**src/rtl/bsq_pkg.sv**
```systemverilog
package bsq_pkg;
  typedef enum logic [1:0] {
    BSQ_HOLD = 2'd0,
    BSQ_LOAD = 2'd1,
    BSQ_STEP = 2'd2
  } bsq_op_e;

  function automatic bsq_op_e bsq_decode(input logic stall, input logic adv);
    if (stall)    return BSQ_HOLD;
    else if (adv) return BSQ_STEP;
    else          return BSQ_LOAD;
  endfunction
endpackage

```
**src/rtl/bsq_rst_sync.sv**
```systemverilog
module bsq_rst_sync #(
  parameter int STAGES = 2
) (
  input  logic clk,
  input  logic arst_n,
  output logic srst_n
);
  logic [STAGES-1:0] sync_q;

  always_ff @(posedge clk or negedge arst_n) begin
    if (!arst_n) sync_q <= '0;
    else         sync_q <= {sync_q[STAGES-2:0], 1'b1};
  end

  assign srst_n = sync_q[STAGES-1];
endmodule

```
**src/rtl/bsq_beat_counter.sv**
```systemverilog
module bsq_beat_counter
  import bsq_pkg::*;
#(
  parameter int CNT_W = 2
) (
  input  logic             clk,
  input  logic             rst_n,
  input  bsq_op_e          op,
  output logic [CNT_W-1:0] cnt
);
  logic [CNT_W-1:0] cnt_q, cnt_d;

  always_comb begin
    case (op)
      BSQ_LOAD: cnt_d = '0;
      BSQ_STEP: cnt_d = cnt_q + 1'b1;
      default:  cnt_d = cnt_q;
    endcase
  end

  always_ff @(posedge clk or negedge rst_n) begin
    if (!rst_n) cnt_q <= '0;
    else        cnt_q <= cnt_d;
  end

  assign cnt = cnt_q;
endmodule

```
**src/rtl/bsq_base_reg.sv**
```systemverilog
module bsq_base_reg
  import bsq_pkg::*;
#(
  parameter int ADDR_W = 20
) (
  input  logic              clk,
  input  logic              rst_n,
  input  bsq_op_e           op,
  input  logic [ADDR_W-1:0] d,
  output logic [ADDR_W-1:0] q
);
  logic [ADDR_W-1:0] base_q, base_d;
  logic              base_en;

  assign base_en = (op == BSQ_LOAD);

  always_comb begin
    base_d = base_q;
    if (base_en) base_d = d;
  end

  always_ff @(posedge clk or negedge rst_n) begin
    if (!rst_n) base_q <= '0;
    else        base_q <= base_d;
  end

  assign q = base_q;
endmodule

```
**src/rtl/bsq_order_map.sv**
```systemverilog
module bsq_order_map #(
  parameter int CNT_W = 2
) (
  input  logic             mode_ilv,
  input  logic [CNT_W-1:0] start_lo,
  input  logic [CNT_W-1:0] cnt,
  output logic [CNT_W-1:0] beat_lo
);
  logic [CNT_W-1:0] ilv_lo;
  logic [CNT_W-1:0] lin_lo;

  for (genvar b = 0; b < CNT_W; b++) begin : g_ilv_bit
    assign ilv_lo[b] = start_lo[b] ^ cnt[b];
  end

  assign lin_lo  = start_lo + cnt;
  assign beat_lo = mode_ilv ? ilv_lo : lin_lo;
endmodule

```
**src/rtl/burst_addr_seq.sv**
```systemverilog
module burst_addr_seq
  import bsq_pkg::*;
#(
  parameter int ADDR_W    = 20,
  parameter int CNT_W     = 2,
  parameter int RST_STAGE = 2
) (
  input  logic              clk,
  input  logic              rst_n,
  input  logic              stall,
  input  logic              adv,
  input  logic              mode_ilv,
  input  logic [ADDR_W-1:0] start_addr,
  output logic [ADDR_W-1:0] burst_addr,
  output logic [CNT_W-1:0]  beat_idx
);
  localparam int HI_W = ADDR_W - CNT_W;

  logic              core_rst_n;
  bsq_op_e           op;
  logic [ADDR_W-1:0] base;
  logic [CNT_W-1:0]  cnt;
  logic [CNT_W-1:0]  beat_lo;

  bsq_rst_sync #(.STAGES(RST_STAGE)) u_rst (
    .clk    (clk),
    .arst_n (rst_n),
    .srst_n (core_rst_n)
  );

  assign op = bsq_decode(stall, adv);

  bsq_base_reg #(.ADDR_W(ADDR_W)) u_base (
    .clk   (clk),
    .rst_n (core_rst_n),
    .op    (op),
    .d     (start_addr),
    .q     (base)
  );

  bsq_beat_counter #(.CNT_W(CNT_W)) u_cnt (
    .clk   (clk),
    .rst_n (core_rst_n),
    .op    (op),
    .cnt   (cnt)
  );

  bsq_order_map #(.CNT_W(CNT_W)) u_map (
    .mode_ilv (mode_ilv),
    .start_lo (base[CNT_W-1:0]),
    .cnt      (cnt),
    .beat_lo  (beat_lo)
  );

  assign burst_addr = {base[ADDR_W-1 -: HI_W], beat_lo};
  assign beat_idx   = cnt;
endmodule

```
**config.mk**
```make
export PLATFORM = sky130hd
export DESIGN_NAME = burst_addr_seq
export DESIGN_NICKNAME = d
export VERILOG_FILES = /design/src/rtl/bsq_pkg.sv /design/src/rtl/bsq_rst_sync.sv /design/src/rtl/bsq_beat_counter.sv /design/src/rtl/bsq_base_reg.sv /design/src/rtl/bsq_order_map.sv /design/src/rtl/burst_addr_seq.sv
export SDC_FILE = /design/constraint.sdc
export NUM_CORES = 1
export LEC_CHECK = 0
export BUFFER_PORTS_ARGS = -buffer_cell sky130_fd_sc_hd__buf_2
export CORE_AREA = 3 3 54 56
export CTS_CLUSTER_DIAMETER = 40
export DETAILED_ROUTE_END_ITERATION = 16
export DIE_AREA = 0 0 57 59
export PLACE_DENSITY = 0.73
export SKIP_CTS_REPAIR_TIMING = 1
export SYNTH_ARGS = -nofsm -noshare
export SYNTH_HDL_FRONTEND = slang
export SYNTH_SLANG_ARGS = --single-unit
```
**constraint.sdc**
```tcl
create_clock -name clk -period 1.6 [get_ports clk]
set_clock_uncertainty 0.2 [all_clocks]
set_input_delay 0.32 -clock clk [delete_from_list [all_inputs] [get_ports clk]]
set_output_delay 0.32 -clock clk [all_outputs]
set_load 0.005 [all_outputs]
```
==> reports/results.txt <==
Status -> finished, violations left
Failing checks -> negative setup slack
Core box area -> 2480 sq um
GRT Total Usage -> 12.0%
Via/cell ratio -> 4.55
Critical path arrival -> 1.26 ns
Global route total overflow -> 0
H-tree depth -> 1
Dpl hpwl -> 1420 um
Slowest stage delay, CP -> 0.42 ns
Share of layout cells above drive strength 1 -> 67.6%
Unrepaired setup endpoints after global routing -> yes
Cell Area, Placed -> 1290 sq um
Worst path slowest cell -> dfrtp_1
Clock group share of total power -> 28.2%
R2R Path Start -> u_cnt.cnt[0]
Synth warnings -> 0
Net switching power -> 0.330 mW
PwrDens -> 1100 nW/um^2
Leak pwr -> 0.699 nW
Number of diodes -> 0
Initial antenna violation count -> 0
R2r worst-path depth -> 4
CTS Buffer Depth -> 2
Crit. End Element -> output pin
Die width -> 57 um
Clk pin slew, worst setup/hold paths -> 0.12 ns
Synth cell types -> 12
Crit-path leading delay family -> flip-flops
CP Buf/Inv Count -> 1
Top cells by area, synth -> dfrtp_1 (53%), mux2_4 (26%), buf_4 (12%)
Final Hold Viols -> 0
Fmax -> 562 MHz
Post-Syn Nets -> 103
1st-pass router iterations -> 3
Routed WL per cell -> 13.2 um
Total Nets Final -> 138
Critical path origin -> u_cnt.cnt[0]
Initial Util -> 46.1%
Pin count of the biggest net entering global routing -> 23
Post-route setup TNS -> -0.224 ns
DRT iter0 DRCs -> 10
Maxcap violations -> 0
Crit path to -> burst_addr[1]
Number of filler cells placed in the layout -> 221
Sw Share -> 22.1%
Sequential-to-total area share from yosys stat -> 52.6%
IO buf count -> 46
Worst path depth -> 4
RD Place Congestion -> 0.639
Register share of total power -> 49.4%
Syn Inst Count -> 77
Critical path class -> flop to output pin
Worst R2R End -> u_cnt.cnt[1]
Final WL -> 1870 um
Vias in the first global route -> 700
Worst path cell trace -> ha_2 -> nor2b_1 -> xnor2_1 -> buf_2
DRC viols -> 0
Startpoint Class -> flop
Fin crit period -> 1.78 ns
Post-DRT Antenna Nets -> 0
Design area -> 1360 sq um
Syn avg cell area -> 14.8 sq um
CTS tree -> built
Clk sinks -> 24
Comb pwr share -> 22.5%
Reg2Reg Setup Slack -> 0.46 ns
P&R area growth vs syn -> 18.9%
Internal -> 1.16 mW
Worst setup slack after layout -> -0.180 ns
Critical Path RT -> 1.08 ns
Crit share post-route -> 111%
Area share of the largest cell type after synthesis -> 52.6%
Max IR drop VDD -> 0.000628 V
Area of the die -> 3360 sq um
DR vias -> 641
Synth area leader -> dfrtp_1
Synth Cell Area -> 1140 sq um
Max Slew Vio Count -> 0
Core Rows -> 18
Boundary pin count -> 47
Power, Total -> 1.49 mW
Crit Path Max Fanout -> 2
Root buffer cell -> clkbuf_4
Worst skew pair latency -> 0.30 ns
Die H -> 59 um
Final setup violation count -> 2
Post-synthesis register bit count -> 24
HP Class -> flop to asynchronous set/reset pin
First-pass GRT wire length -> 3110 um
CTS Buf Count -> 3
area by class of cell:
class	instances	area [sq um]	area share [%]
sequential	24	601	44.2
multi-input combinational	33	387	28.5
timing repair buffer	50	282	20.7
tap	30	37.5	2.76
clock inverter	1	30.0	2.21
clock buffer	3	22.5	1.66
stage by stage:
| step | setup WS (ns) | std cells | util, % | hold WS, ns |
|---|---|---|---|---|
| global route | -0.259 | 141 | 54.8 | 0.00547 |
| finish | -0.180 | 141 | 54.8 | 0.0124 |
| detailed placement | 0.131 | 136 | 52.0 | -0.0879 |
| CTS | -0.226 | 140 | 54.1 | -0.433 |
| floorplan | 0.189 | 77 | - | -0.176 |
| global placement | 0.157 | 136 | 52.0 | -0.0948 |
placed cells by master (no fill, tap or decap):
master / n
nand2b_1: 2
ha_2: 1
mux2_4: 20
nand2_1: 1
xnor2_1: 2
nor2b_1: 2
buf_6: 1
clkbuf_4: 3
buf_2: 45
o21ai_0: 3
buf_4: 2
bufinv_16: 1
buf_12: 1
nor2_2: 1
dfrtp_1: 24
conb_1: 1
dlygate4sd3_1: 1
power by group through the flow:
stage,Clock [mW],Combinational (mW),Sequential (mW)
global route,0.465,0.366,0.750
floorplan,0,0.269,0.748
detailed placement,0,0.330,0.748
global placement,0,0.320,0.745
finish,0.421,0.335,0.737
CTS,0.436,0.330,0.739
worst reg2reg max path: stages (launching register included):
cell     delay [ns]
dfrtp_1        0.39
buf_4          0.14
nor2b_1        0.04
o21ai_0        0.14
o21ai_0        0.12
flip-flops by register name, indices dropped and copies added (netlist names):
name / count
u_rst.sync_q: 2
u_base.q: 20
u_cnt.cnt: 2
cells in the mapped netlist:
library cell / instances
buf_6: 2
nand2b_1: 2
buf_4: 18
mux2_4: 20
o21ai_0: 3
nor2_2: 1
conb_1: 1
ha_1: 1
dfrtp_1: 24
xnor2_1: 2
nor2b_1: 2
nand2_1: 1
kinds of logic after synthesis:
family	share of synthesized area [%]
DFF	52.6
muxes	26.3
buffers and inverters	13.8
and+or+nand+nor	3.07
AOI/OAI and AO/OA	1.31
xor gates and xnor gates	1.53
adders and majority gates	1.10
other	0.328
worst min-delay path by stage:
stage | startpoint | cells after the start | end | slack, ns
final | u_rst.sync_q[1] | 1 | u_base.q[18] | 0.01
after global routing | start_addr[2] | 2 | u_base.q[2] | 0.005
after CTS | rst_n | 1 | u_rst.sync_q[1] | -0.43
after detailed placement | rst_n | 1 | u_rst.sync_q[1] | -0.09
after global placement | rst_n | 1 | u_rst.sync_q[1] | -0.09
after floorplan | rst_n | 0 | u_rst.sync_q[0] | -0.18
metal layers:
layer  wire, um  global-route usage [%]  up-vias
met1        801                    14.3      303
met3        204                    3.49        0
met4          0                    3.97        0
met2        860                    21.0       34
met5          0                       0        -
li1           -                       -      304
Note: power is estimated with default switching activity, not from simulation.
